===== config.mk =====
export PLATFORM = sky130hd
export DESIGN_NAME = keyed_watchdog
export DESIGN_NICKNAME = d
export VERILOG_FILES = /design/src/rtl/kwd_pkg.sv /design/src/rtl/kwd_key_guard.sv /design/src/rtl/kwd_counter.sv /design/src/rtl/kwd_fsm.sv /design/src/rtl/keyed_watchdog.sv
export SDC_FILE = /design/constraint.sdc
export NUM_CORES = 1
export LEC_CHECK = 0
export ABC_CLOCK_PERIOD_IN_PS = 3100
export BUFFER_PORTS_ARGS = -buffer_cell sky130_fd_sc_hd__clkbuf_2
export CAP_MARGIN = 10
export CORE_ASPECT_RATIO = 1.4
export CORE_MARGIN = 10
export CORE_UTILIZATION = 35
export CTS_BUF_LIST = sky130_fd_sc_hd__clkbuf_8
export DETAILED_ROUTE_END_ITERATION = 10
export GPL_TIMING_DRIVEN = 1
export PLACE_DENSITY = 0.68
export SLEW_MARGIN = 20
export SYNTH_ARGS = -nofsm -noshare
export SYNTH_HDL_FRONTEND = slang
export SYNTH_HIERARCHICAL = 1
export SYNTH_SLANG_ARGS = --single-unit

===== constraint.sdc =====
create_clock -name clk -period 3.1 [get_ports clk]
set_clock_uncertainty 0.05 [all_clocks]
set_input_delay 0.31 -clock clk [delete_from_list [all_inputs] [get_ports clk]]
set_output_delay 0.31 -clock clk [all_outputs]
set_load 0.03 [all_outputs]

===== src/rtl/kwd_pkg.sv =====
package kwd_pkg;

    typedef enum logic [2:0] {
        ST_IDLE  = 3'd0,
        ST_RUN   = 3'd1,
        ST_GRACE = 3'd2,
        ST_BITE  = 3'd3,
        ST_SPENT = 3'd4
    } wd_state_e;

    localparam int KEY_W      = 7;
    localparam int KEY_LSB    = 9;
    localparam int CMD_BIT    = 8;
    localparam int CTRL_W     = KEY_LSB + KEY_W;
    localparam int RUN_BIT    = 12;
    localparam int STAGE_LSB  = 16;

    localparam logic [1:0] STAGE_NONE  = 2'd0;
    localparam logic [1:0] STAGE_NMI   = 2'd1;
    localparam logic [1:0] STAGE_RESET = 2'd2;

endpackage


===== src/rtl/kwd_key_guard.sv =====
module kwd_key_guard
    import kwd_pkg::*;
(
    input  logic              clk,
    input  logic              rst_n,
    input  logic              wr_stb,
    input  logic [31:0]       wr_data,
    output logic              accept,
    output logic [CTRL_W-1:0] ctrl_q
);

    logic [KEY_W-1:0] held_key;
    logic             armed;

    assign held_key = ctrl_q[KEY_LSB +: KEY_W];
    assign armed    = ctrl_q[CMD_BIT];
    assign accept   = wr_stb && (!armed || (wr_data[KEY_LSB +: KEY_W] == ~held_key));

    always_ff @(posedge clk or negedge rst_n) begin
        if (!rst_n)
            ctrl_q <= '0;
        else if (accept)
            ctrl_q <= wr_data[CTRL_W-1:0];
    end

endmodule


===== src/rtl/kwd_counter.sv =====
module kwd_counter #(
    parameter int CNT_W = 9
) (
    input  logic             clk,
    input  logic             rst_n,
    input  logic             load,
    input  logic [CNT_W-1:0] load_val,
    input  logic             dec,
    output logic [CNT_W-1:0] cnt,
    output logic             expire
);

    assign expire = dec && (cnt == CNT_W'(1));

    always_ff @(posedge clk or negedge rst_n) begin
        if (!rst_n)
            cnt <= '0;
        else if (load)
            cnt <= load_val;
        else if (dec)
            cnt <= cnt - CNT_W'(1);
    end

endmodule


===== src/rtl/kwd_fsm.sv =====
module kwd_fsm
    import kwd_pkg::*;
(
    input  logic       clk,
    input  logic       rst_n,
    input  logic       accept,
    input  logic       cmd_run,
    input  logic       expire,
    output logic       load_grace,
    output logic       running,
    output logic       nmi,
    output logic       reset_req,
    output logic [1:0] stage
);

    wd_state_e state, nxt;

    always_comb begin
        nxt = state;
        if (accept) begin
            nxt = cmd_run ? ST_RUN : ST_IDLE;
        end else begin
            unique case (state)
                ST_IDLE:  nxt = ST_IDLE;
                ST_RUN:   nxt = expire ? ST_GRACE : ST_RUN;
                ST_GRACE: nxt = expire ? ST_BITE : ST_GRACE;
                ST_BITE:  nxt = ST_SPENT;
                ST_SPENT: nxt = ST_SPENT;
                default:  nxt = ST_IDLE;
            endcase
        end
    end

    always_ff @(posedge clk or negedge rst_n) begin
        if (!rst_n)
            state <= ST_IDLE;
        else
            state <= nxt;
    end

    always_comb begin
        load_grace = !accept && (state == ST_RUN) && expire;
        running    = 1'b0;
        nmi        = 1'b0;
        reset_req  = 1'b0;
        stage      = STAGE_NONE;
        unique case (state)
            ST_IDLE: ;
            ST_RUN:   running = 1'b1;
            ST_GRACE: begin
                running = 1'b1;
                nmi     = 1'b1;
                stage   = STAGE_NMI;
            end
            ST_BITE: begin
                nmi       = 1'b1;
                reset_req = 1'b1;
                stage     = STAGE_RESET;
            end
            ST_SPENT: begin
                nmi   = 1'b1;
                stage = STAGE_RESET;
            end
            default: ;
        endcase
    end

endmodule


===== src/rtl/keyed_watchdog.sv =====
module keyed_watchdog
    import kwd_pkg::*;
#(
    parameter int          ADDR_W      = 8,
    parameter logic [7:0]  CTRL_OFS    = 8'h40,
    parameter logic [7:0]  STAT_OFS    = 8'h44,
    parameter int          FIELD_W     = 8,
    parameter int          GRACE_TICKS = 1
) (
    input  logic              clk,
    input  logic              rst_n,
    input  logic              tick_en,
    input  logic              wr_en,
    input  logic [ADDR_W-1:0] wr_addr,
    input  logic [31:0]       wr_data,
    input  logic [ADDR_W-1:0] rd_addr,
    output logic [31:0]       rd_data,
    output logic              nmi,
    output logic              reset_req
);

    localparam int CNT_W = FIELD_W + 1;

    logic              wr_stb;
    logic              accept;
    logic [CTRL_W-1:0] ctrl_q;
    logic              load_grace;
    logic              running;
    logic [1:0]        stage;
    logic [CNT_W-1:0]  cnt;
    logic              expire;
    logic [CNT_W-1:0]  start_val;
    logic [CNT_W-1:0]  load_val;
    logic [31:0]       status;

    assign wr_stb = wr_en && (wr_addr == ADDR_W'(CTRL_OFS));

    kwd_key_guard u_guard (
        .clk     (clk),
        .rst_n   (rst_n),
        .wr_stb  (wr_stb),
        .wr_data (wr_data),
        .accept  (accept),
        .ctrl_q  (ctrl_q)
    );

    assign start_val = (wr_data[FIELD_W-1:0] == '0) ? CNT_W'(1 << FIELD_W)
                                                     : {1'b0, wr_data[FIELD_W-1:0]};
    assign load_val  = accept ? start_val : CNT_W'(GRACE_TICKS);

    kwd_counter #(.CNT_W(CNT_W)) u_cnt (
        .clk      (clk),
        .rst_n    (rst_n),
        .load     (accept || load_grace),
        .load_val (load_val),
        .dec      (tick_en && running),
        .cnt      (cnt),
        .expire   (expire)
    );

    kwd_fsm u_fsm (
        .clk        (clk),
        .rst_n      (rst_n),
        .accept     (accept),
        .cmd_run    (wr_data[CMD_BIT]),
        .expire     (expire),
        .load_grace (load_grace),
        .running    (running),
        .nmi        (nmi),
        .reset_req  (reset_req),
        .stage      (stage)
    );

    always_comb begin
        status                       = '0;
        status[CNT_W-1:0]            = cnt;
        status[RUN_BIT]              = running;
        status[STAGE_LSB +: 2]       = stage;
    end

    always_comb begin
        rd_data = '0;
        if (rd_addr == ADDR_W'(CTRL_OFS))
            rd_data[CTRL_W-1:0] = ctrl_q;
        else if (rd_addr == ADDR_W'(STAT_OFS))
            rd_data = status;
    end

endmodule


* Word level (Yosys, flattened, before mapping)
Cells that the tools add are included.
Widths: inputs -> output; s select.
** Word-level totals
- Bits in registers :: 28
- Logic and storage cells :: 45
** Operators by class
- Add/subtract/negate cells :: 1
- Equal/unequal tests :: 9
- Bitwise operators :: 1
- Reduce and logical (&&, ||, !) cells :: 15
- Muxes and demuxes :: 16
** Operator list (count)
- $mux 9 :: 4
- $mux 16 :: 2
- $eq 8x7->1 const B :: 3
- $mux 18 :: 1
- $eq 9x1->1 const B :: 1
- $pmux 3 s3 :: 1
- $sub 9x1->9 const B :: 1
- $logic_not 8->1 :: 1
- $eq 7x7->1 :: 1
- $not 7->7 :: 1
- $eq 3x2->1 const B :: 2
- $logic_and 1x1->1 :: 6
- $mux 1 :: 5
- $pmux 2 s2 :: 1
- $reduce_or 2->1 :: 2
- $eq 3x1->1 const B :: 1
- $eq 3x3->1 const B :: 1
- $mux 3 :: 1
- $reduce_or 3->1 :: 1
- $logic_not 1->1 :: 2
- $logic_or 1x1->1 :: 2
- $mux 2 :: 1
- $reduce_bool 2->1 :: 1

* Depth between registers and ports, before layout
Gate-level depths: netlist of run 1.
- Word-level depth :: 9
- Depth in mapped cells :: 11

* Hierarchy
Netlist of run 1, hierarchy kept.
** By module, submodules not included
- kwd_key_guard :: times used 1, area each 745.7 um2, cells an instance 46
- keyed_watchdog :: times used 1, area each 548.0 um2, cells an instance 75
- kwd_counter :: times used 1, area each 513.0 um2, cells an instance 55
- kwd_fsm :: times used 1, area each 180.2 um2, cells an instance 21

* Worst setup path before layout of run 1
Ideal clock, no wire load.
- Kind :: register to register
- From :: register u_fsm.state[1]
- To :: register u_cnt.cnt[1]
- Cell stages (with the launch flop) :: 11
- Required time :: 2.915 ns
- Arrival time :: 2.564 ns
- Setup time :: 0.135 ns
- Slack :: 0.351 ns
- Clock period less this slack :: 2.749 ns
- Path through :: dfrtp_1 > or2b_1 > a21oi_1 > and2_1 > or3b_1 > nor4b_1 > nand3b_1 > nor3_1 > or2_2 > clkbuf_1 > o21ai_0
** On the way
- Cells in the longest elaborated chain, start to end :: 8
- Elaborated cells between the ends (all ways) :: 11
** Ends and longest elaborated chain
- start: declaration :: RTL line kwd_fsm.sv:16 : wd_state_e state, nxt;
- start signal: assignment :: RTL line kwd_fsm.sv:38 : state <= nxt;
- $eq 3x2->1 / $eq 3x1->1 (equally long branches) :: RTL line kwd_fsm.sv:47 : unique case (state)
- $reduce_or 2->1 (no source line) *
- $mux 1 * :: RTL line kwd_fsm.sv:47
- via running :: RTL line keyed_watchdog.sv:28 : logic running;
- $logic_and 1x1->1 * :: RTL line keyed_watchdog.sv:56 : .dec (tick_en && running),
- $logic_and 1x1->1 * :: RTL line kwd_counter.sv:13 : assign expire = dec && (cnt == CNT_W'(1));
- via expire :: RTL line keyed_watchdog.sv:31 : logic expire;
- $logic_and 1x1->1 * :: RTL line kwd_fsm.sv:42 : load_grace = !accept && (state == ST_RUN) && expire;
- via load_grace :: RTL line keyed_watchdog.sv:27 : logic load_grace;
- $logic_or 1x1->1 * :: RTL line keyed_watchdog.sv:54 : .load (accept || load_grace),
- $mux 9 / $reduce_bool 2->1 (equally long branches)
- end signal: assignment :: RTL line kwd_counter.sv:19 : cnt <= load_val;
- end signal: assignment :: RTL line kwd_counter.sv:21 : cnt <= cnt - CNT_W'(1);
- end: declaration :: RTL line kwd_counter.sv:9 : output logic [CNT_W-1:0] cnt,
Mark *: on every way through the listed nets, which the timed path passes. The rest lies on a longest branch.
A chain may end at the register's enable or synchronous reset.

* Worst setup path after layout of run 1
- From :: register u_fsm.state[1]
- To :: register u_cnt.cnt[8]
Same word-level chain as after synthesis.

==> run summary, run 1 <==
boundary pin count -> 86
final hold slack -> 0.0145 ns
Netlist Area Pre-Place -> 1990 um^2
dpl cells -> 316
Worst-Margin Slew -> 0.858 ns
CP max stage delay -> 0.45 ns
VDD IR max -> 0.000201 V
Core Box Area -> 5530 um^2
RSZ-0062 raised after global routing -> no
GR Util All Layers -> 0.104
Overflow after GRT -> 0
die area -> 9130 um^2
post-CTS setup repair buffer count -> 0
Leak Pwr -> 1.11 nW
Wirelength per Cell -> 15.2 um
global-route wire length before repair -> 7900 um
CTS root buffer -> clkbuf_8
TritonCTS clock tree -> done
CTS resizes -> 0
hold crit path type -> input pin to asynchronous set/reset pin
FF+latch count, synth -> 28
clock network latency to the later pin of the worst-skew pair -> 0.27 ns
H-tree Lvls -> 1
final core utilization -> 0.418
final setup vio count -> 0
element type at the critical path end -> flop
minimum clock period -> 2.83 ns
vias in the first global route -> 1672
DRT antenna net count -> 0
initial antenna violation count -> 0
status -> finished clean
Mapped Avg Cell Area -> 10.1 um^2
slew margin rel. -> 0.428
maxcap violations -> 0
DR vias -> 1618
worst-path cell with the longest stage delay -> dfrtp_1
Num CTS Buffers -> 3
Fin Setup TNS -> 0 ns
Final Max Slew Viols -> 0
CP Cell Sequence -> or2b_1 -> a21oi_1 -> and2_1 -> or3b_1 -> nor4b_1 -> buf_4 -> nand3b_1 -> nor3_1 -> or2_2 -> inv_1 -> o211ai_1 -> nand3_1
arrival time at the worst endpoint -> 2.95 ns
Tcrit/Tclk final -> 0.913
Worst Path Required -> 3.22 ns
layout cells sized above 1 -> 0.373
Non-Filler Instances -> 320
synthesis-to-finish area growth -> 16.2%
die width -> 83.7 um
Setup crit start kind -> flop
Routed WL -> 4870 um
initial core utilization -> 0.360
number of synthesized flops with an enable pin -> 0
Post-synth top flop -> dfrtp_1
Rows -> 32
initial drt markers -> 104
die extent in y -> 109 um
Post-DP HPWL -> 3790 um
nets -> 307
largest net degree at the start of global routing -> 29
Via density -> 5.06
maximum clock frequency -> 353 MHz
sequential share of the synthesized area -> 0.353
Setup CP Type -> flop to flop
Syn. warnings -> 6
hold buffers post-CTS -> 0
final hold viol count -> 0
Power Dens Cells -> 436 nW/um^2
Syn Inst Count -> 197
# clock sinks -> 28
Worst Path Max Fanout -> 7
Unique masters post-synth -> 43
number of port buffers -> 55
Pre-antenna DRT Iters -> 4
# DRC -> 0
Tot Pwr -> 1.01 mW
clk slew on worst S/H paths -> 0.10 ns
Clock Tree Buf Depth -> 2
# diodes -> 0
global placement routability congestion -> 0.749
asr flop ratio synth -> 1.00
[power breakdown]
part           leakage (nW)  switching [mW]  internal, mW
logic                 0.699           0.139         0.122
clock network        0.0288           0.117         0.114
registers             0.379          0.0861         0.429
[per-stage QoR]
step	setup slack (ns)	cell area, um^2
final	0.269	2310
after global routing	0.0630	2310
after CTS	0.271	2310
after detailed placement	0.286	2250
after global placement	0.273	2250
after floorplan	0.351	2040
[layer usage]
metal / share of wire / GRT usage / up-vias
met3: 0.061 / 0.0321 / 2
met2: 0.50 / 0.186 / 65
li1: - / - / 775
met1: 0.44 / 0.116 / 776
met4: 0.0064 / 0.0288 / 0
met5: 0 / 0 / -
[worst max-delay path, delay by kind of cell (launching register included)]
kind	cells	cell delay, ns
and+or+nand+nor	8	1.61
DFF	1	0.45
AOI/OAI and AO/OA	2	0.32
buffers and inverters	2	0.28
[cells in the mapped netlist (2+ instances only)]
cell type	number	share of area
a21oi_1	2	0.0050
a31oi_1	3	0.0094
and2_1	8	0.025
buf_12	2	0.020
buf_4	14	0.053
clkbuf_1	3	0.0057
dfrtp_1	28	0.35
ha_1	2	0.013
inv_1	11	0.021
mux2_2	6	0.034
mux2_4	9	0.068
mux2i_1	11	0.055
nand2_1	15	0.028
nand2b_1	2	0.0063
nand3b_1	2	0.0076
nand4_2	2	0.013
nor2_1	6	0.011
nor3_1	11	0.028
nor3_2	10	0.050
nor4b_1	2	0.0088
o21ai_0	6	0.015
o31ai_1	3	0.011
or2_2	2	0.0063
or3_1	3	0.0094
or4_1	7	0.026
xnor2_1	2	0.0088
xor2_1	9	0.040
[layout make-up]
type	count	area, um^2
clock buffer	4	55.1
tap	68	85.1
multi-input combinational	150	1120
timing repair buffer	59	305
sequential	28	701
fill	578	3220
inverter	11	41.3
[cells in the final DEF, fill, tap and decap left out, types with 6 or more instances in the layout]
cell      netlist  final
clkbuf_2        0     55
dfrtp_1        28     28
nand2_1        15     15
conb_1          1     14
mux2i_1        11     11
nor3_1         11     11
inv_1          11     11
nor3_2         10     10
xor2_1          9      9
mux2_4          9      9
and2_1          8      8
or4_1           7      7
nor2_1          6      6
o21ai_0         6      6
mux2_2          6      6
[sequential cells by signal, indices dropped and copies added (netlist names)]
signal          count
u_cnt/cnt           9
u_fsm/state         3
u_guard/ctrl_q     16
[logic make-up (layout without fill, tap and decap cells)]
| kind of cell | after synthesis | after routing | synth area share |
|---|---|---|---|
| fa+ha+maj | 2 | 2 | 0.0126 |
| flops | 28 | 28 | 0.353 |
| xor+xnor | 11 | 11 | 0.0485 |
| buf+inv | 32 | 74 | 0.108 |
| other cells | 1 | 14 | 0.00189 |
| mux | 26 | 26 | 0.157 |
| compound gates | 19 | 19 | 0.0655 |
| simple gates | 78 | 78 | 0.254 |
[worst paths after layout]
path                              startpoint                 end  slack (ns)  cells past startpoint
max                           u_fsm/state[1]        u_cnt/cnt[8]        0.27                     12
min                                    rst_n   u_guard/ctrl_q[5]        0.01                      1
max reg2reg                   u_fsm/state[1]        u_cnt/cnt[8]        0.27                     12
min reg2reg                u_guard/ctrl_q[1]   u_guard/ctrl_q[1]        0.47                      1
max in group asynchronous              rst_n  u_guard/ctrl_q[15]        2.53                      1
min in group clk                  wr_data[8]   u_guard/ctrl_q[8]        0.22                      3
Note: power is estimated with default switching activity, not from simulation.
==> run 2: changes to the inputs <==
--- a/config.mk
+++ b/config.mk
@@ -8,7 +8,6 @@
 export ABC_CLOCK_PERIOD_IN_PS = 3100
 export BUFFER_PORTS_ARGS = -buffer_cell sky130_fd_sc_hd__clkbuf_2
 export CAP_MARGIN = 10
-export CORE_ASPECT_RATIO = 1.4
 export CORE_MARGIN = 10
 export CORE_UTILIZATION = 35
 export CTS_BUF_LIST = sky130_fd_sc_hd__clkbuf_8
==> run 2 against run 1 <==
  * Final area increased by 0.81%
  * Critical path depth unchanged
  * First-iteration DRC count fell by 31%
  * Sequential power barely moved
  * Global-route usage grew 0.28 points
  * Critical path type unchanged
  * Setup slack got worse by 0.0093 ns
  * Maximum frequency is 0.33% lower
  * Cell count grew 1.6%
  * Highest routed layer unchanged
  * Non-clock buffer count up 1
  * Via count down 2.2%
  * Clock power shrank 4%
  * Power shrank 0.87%
==> run summary, run 2 (same netlist as run 1, synthesis figures left out) <==
Core Box Area -> 5510 um^2
Wirelength per Cell -> 14.9 um
final hold viol count -> 0
Power Dens Cells -> 429 nW/um^2
GR Util All Layers -> 0.106
die area -> 9090 um^2
CP Cell Sequence -> or2b_1 -> a21oi_1 -> and2_1 -> or3b_1 -> nor4b_2 -> buf_4 -> nand3b_1 -> nor3_1 -> or2_2 -> inv_1 -> o211ai_1 -> nand3_1
clock network latency to the later pin of the worst-skew pair -> 0.27 ns
Worst Path Max Fanout -> 7
register-to-register setup slack -> 0.26 ns
global-route wire length before repair -> 7870 um
Post-DP HPWL -> 3820 um
worst flop-to-flop path startpoint -> u_fsm/state[1]
Setup crit start kind -> flop
Final Max Slew Viols -> 0
Leak Pwr -> 1.11 nW
number of port buffers -> 55
die extent in y -> 95.3 um
arrival time at the worst endpoint -> 2.94 ns
vias in the first global route -> 1545
die width -> 95.3 um
initial core utilization -> 0.361
Tcrit/Tclk final -> 0.916
Setup CP Type -> flop to flop
maximum clock frequency -> 352 MHz
CP max stage delay -> 0.45 ns
H-tree Lvls -> 1
DR vias -> 1583
clk slew on worst S/H paths -> 0.09 ns
Largest register FFs -> 16
Pre-antenna DRT Iters -> 4
Seq. cell area -> 701 um^2
commonest non-fill, non-tap cell in the layout -> clkbuf_2
Worst-Margin Slew -> 0.886 ns
Fin Setup TNS -> 0 ns
Bufs and invs on worst path -> 2
worst reg2reg endpoint -> u_cnt/cnt[8]
final core utilization -> 0.423
DRT antenna net count -> 0
worst-path cell with the longest stage delay -> dfrtp_1
critical path's top delay family -> simple AND/OR/NAND/NOR gates
element type at the critical path end -> flop
commonest non-fill, non-tap cells in the layout -> clkbuf_2, dfrtp_1, nand2_1, conb_1
global placement routability congestion -> 0.763
top flop regs -> u_guard/ctrl_q (16), u_cnt/cnt (9), u_fsm/state (3)
layout cells sized above 1 -> 0.379
minimum clock period -> 2.84 ns
Worst Path Required -> 3.20 ns
final setup vio count -> 0
post-route setup slack -> 0.260 ns
pre-CTS setup slack -> 0.259 ns
Clock Tree Buf Depth -> 2
Area after DPL -> 2270 um^2
slew margin rel. -> 0.409
Finished Cell Area -> 2330 um^2
Num CTS Buffers -> 3
# DRC -> 0
Via density -> 4.87
boundary pin count -> 86
Routed WL -> 4830 um
fill count -> 572
# clock sinks -> 28
initial antenna violation count -> 0
Rows -> 27
nets -> 308
VDD IR max -> 0.000336 V
CTS root buffer -> clkbuf_8
Overflow after GRT -> 0
Reg with most FFs -> u_guard/ctrl_q
maxcap violations -> 0
# diodes -> 0
area of the multi-input gates -> 1130 um^2
TritonCTS clock tree -> done
hold crit path type -> input pin to asynchronous set/reset pin
R2R cell count -> 12
initial drt markers -> 72
status -> finished clean
synthesis-to-finish area growth -> 17.1%
hold buffers post-CTS -> 0
largest net degree at the start of global routing -> 29
run 2: changes by cell type in the layout (fill, tap and decap cells not counted), sizes merged:
| cell | change |
|---|---|
| buf | +1 |
run 2: final cells by class:
class / instances / area share
Timing Repair Buffer: 60 / 0.134
Clock buffer: 4 / 0.0237
Tap cell: 72 / 0.0387
Multi-Input combinational cell: 150 / 0.484
Sequential cell: 28 / 0.301
Inverter: 11 / 0.0177
run 2: what timing repair did:
action                                  4_1_cts  5_1_grt
setup buffers                                 0        0
resized for setup                             0        1
endpoints found under the setup margin        0        4
run 2: metrics by stage:
stage	total power [mW]	instances	hold WS [ns]
after floorplan	0.706	210	-0.0356
after global placement	0.770	321	0.346
after detailed placement	0.780	321	0.345
after CTS	1.01	325	0.0438
after global routing	1.08	325	0.0793
final	0.998	325	0.0217
run 2: power by group:
part | internal (mW) | leakage (nW) | switching (mW)
clock network | 0.114 | 0.0288 | 0.108
logic | 0.123 | 0.705 | 0.140
registers | 0.429 | 0.379 | 0.0853
run 2: worst max-delay path by stage:
| stage | depth (start not counted) | from | endpoint | slack [ns] |
|---|---|---|---|---|
| after floorplan | 10 | u_fsm/state[1] | u_cnt/cnt[1] | 0.35 |
| after global placement | 12 | u_fsm/state[1] | u_cnt/cnt[8] | 0.27 |
| after detailed placement | 12 | u_fsm/state[1] | u_cnt/cnt[8] | 0.26 |
| after CTS | 12 | u_fsm/state[1] | u_cnt/cnt[8] | 0.23 |
| after global routing | 12 | u_fsm/state[1] | u_cnt/cnt[8] | -0.04 |
| final | 12 | u_fsm/state[1] | u_cnt/cnt[8] | 0.26 |
run 2: per-layer routing:
layer  part of all wire  track usage  vias up
met3              0.094       0.0283        2
met1               0.47        0.150      752
met5                  0            0        -
li1                   -            -      777
met2               0.43        0.161       52
met4             0.0048       0.0150        0
==> run 3: changes to the inputs <==
--- a/config.mk
+++ b/config.mk
@@ -8,7 +8,7 @@
 export ABC_CLOCK_PERIOD_IN_PS = 3100
 export BUFFER_PORTS_ARGS = -buffer_cell sky130_fd_sc_hd__clkbuf_2
 export CAP_MARGIN = 10
-export CORE_MARGIN = 10
+export CORE_MARGIN = 2
 export CORE_UTILIZATION = 35
 export CTS_BUF_LIST = sky130_fd_sc_hd__clkbuf_8
 export DETAILED_ROUTE_END_ITERATION = 10
==> run 3 against run 2 <==
  * Die area shrank 31%
  * Cell count shrank 0.31%
  * Utilization grew 0.16 points
  * Sequential share of layout area shrank 0.11 points
  * Largest cell class unchanged
  * Register-to-register slack is essentially flat
  * Worst hold slack lost 0.019 ns
  * Clock power grew 32%
  * Highest routed layer unchanged
  * Combinational power is essentially flat
  * Final area grew 0.38%
  * Flip-flop and latch count is the same
  * Critical path depth is the same
==> run summary, run 3 (same netlist as run 1, synthesis figures left out) <==
vias in the first global route -> 1533
Post-DP HPWL -> 3150 um
final hold slack -> 0.00226 ns
VDD IR max -> 0.000243 V
clock network latency to the later pin of the worst-skew pair -> 0.28 ns
Via density -> 4.85
layout cells sized above 1 -> 0.377
global-route wire length before repair -> 7430 um
initial core utilization -> 0.361
Comb pwr share -> 0.244
synthesis-to-finish area growth -> 17.6%
Setup CP Type -> flop to flop
Seq pwr share -> 0.482
CTS root buffer -> clkbuf_8
global placement routability congestion -> 0.810
Overflow after GRT -> 0
Leak Pwr -> 1.11 nW
Worst-Margin Slew -> 0.867 ns
Tcrit/Tclk final -> 0.913
initial drt markers -> 69
DR vias -> 1571
number of port buffers -> 55
Tot Pwr -> 1.07 mW
# DRC -> 0
Worst Path Required -> 3.22 ns
DRT antenna net count -> 0
maximum clock frequency -> 353 MHz
commonest non-fill, non-tap cells in the layout -> clkbuf_2, dfrtp_1, nand2_1, conb_1
top flop regs -> u_guard/ctrl_q (16), u_cnt/cnt (9), u_fsm/state (3)
dpl cells -> 320
Wirelength per Cell -> 12.9 um
die area -> 6300 um^2
# diodes -> 0
Pint -> 725 uW
Final Max Slew Viols -> 0
register-to-register setup slack -> 0.27 ns
minimum clock period -> 2.83 ns
Num CTS Buffers -> 3
worst-path cell with the longest stage delay -> dfrtp_1
Rows -> 27
maxcap violations -> 0
clk slew on worst S/H paths -> 0.11 ns
Worst Path Max Fanout -> 7
GR Util All Layers -> 0.149
arrival time at the worst endpoint -> 2.95 ns
final hold viol count -> 0
Fin Setup TNS -> 0 ns
hold crit path type -> input pin to asynchronous set/reset pin
TritonCTS clock tree -> done
commonest non-fill, non-tap cell in the layout -> clkbuf_2
Setup crit start kind -> flop
clock share of power -> 0.274
Non-Filler Instances -> 324
Routed WL -> 4190 um
slew margin rel. -> 0.422
Clock Tree Buf Depth -> 2
nets -> 307
# clock sinks -> 28
H-tree Lvls -> 1
CP Cell Sequence -> or2b_1 -> a21oi_1 -> and2_1 -> or3b_1 -> nor4b_2 -> buf_4 -> nand3b_1 -> nor3_1 -> or2_2 -> inv_1 -> o211ai_1 -> nand3_1
initial antenna violation count -> 0
Reg with most FFs -> u_guard/ctrl_q
sw frac -> 0.323
final core utilization -> 0.424
Largest register FFs -> 16
die extent in y -> 79.3 um
boundary pin count -> 86
die width -> 79.3 um
Power Dens Cells -> 459 nW/um^2
status -> finished clean
CP max stage delay -> 0.46 ns
Core Box Area -> 5510 um^2
Pre-antenna DRT Iters -> 4
RSZ-0062 raised after global routing -> no
element type at the critical path end -> flop
post-CTS setup repair buffer count -> 0
largest net degree at the start of global routing -> 29
final setup vio count -> 0
sw power -> 346 uW
[run 3: cell types whose count changed in the layout (fill, tap and decap cells not counted)]
| cell | change |
|---|---|
| buf_4 | -1 |
| bufinv_16 | +1 |
| clkbuf_8 | -1 |
[run 3: per-layer routing]
layer / up-vias / global-route usage / wire, um
met5: - / 0 / 0
met4: 0 / 0.0362 / 38
met3: 5 / 0.0341 / 270
met2: 58 / 0.238 / 1860
met1: 732 / 0.203 / 2030
li1: 776 / - / -
[run 3: area by class of cell]
class / instances / area (um^2)
flip-flops and latches: 28 / 701
repair buffers: 59 / 305
fillers: 542 / 3170
well taps: 72 / 90.1
multi-input cells: 150 / 1130
clock buffers: 3 / 41.3
clock inverters: 1 / 30.0
inverters: 11 / 41.3
[run 3: timing repair]
action | in CTS | in global routing
hold buffers | 0 | 0
setup endpoints to repair | 0 | 9
gates resized for setup | 0 | 1
[run 3: power by group through the flow]
stage	Combinational, mW	Clock, mW	Sequential [mW]
after global routing	0.297	0.319	0.533
after global placement	0.254	0	0.517
final	0.262	0.293	0.516
after CTS	0.260	0.302	0.517
after detailed placement	0.257	0	0.524
after floorplan	0.212	0	0.495
[run 3: per-stage QoR]
| stage | instance area (um^2) | worst slack (ns) |
|---|---|---|
| 6_report | 2340 | 0.270 |
| 3_5_place_dp | 2260 | 0.253 |
| 5_1_grt | 2340 | 0.00531 |
| 3_3_place_gp | 2260 | 0.279 |
| 4_1_cts | 2330 | 0.207 |
| 2_1_floorplan | 2040 | 0.351 |
[run 3: critical path: cells and delay by family, from the launching register on]
family	cells	cell delay, ns
AND/OR/NAND/NOR	8	1.61
buffers and inverters	2	0.26
AO/OA/AOI/OAI	2	0.33
flip-flops	1	0.46
[run 3: worst paths after layout]
path / from / to / cells past startpoint
hold reg to reg: u_guard/ctrl_q[6] / u_guard/ctrl_q[6] / 1
setup reg to reg: u_fsm/state[1] / u_cnt/cnt[8] / 12
hold / removal: rst_n / u_cnt/cnt[6] / 1
setup / recovery: u_fsm/state[1] / u_cnt/cnt[8] / 12
min in group clk: wr_data[14] / u_guard/ctrl_q[14] / 2
max in group asynchronous: rst_n / u_guard/ctrl_q[4] / 1
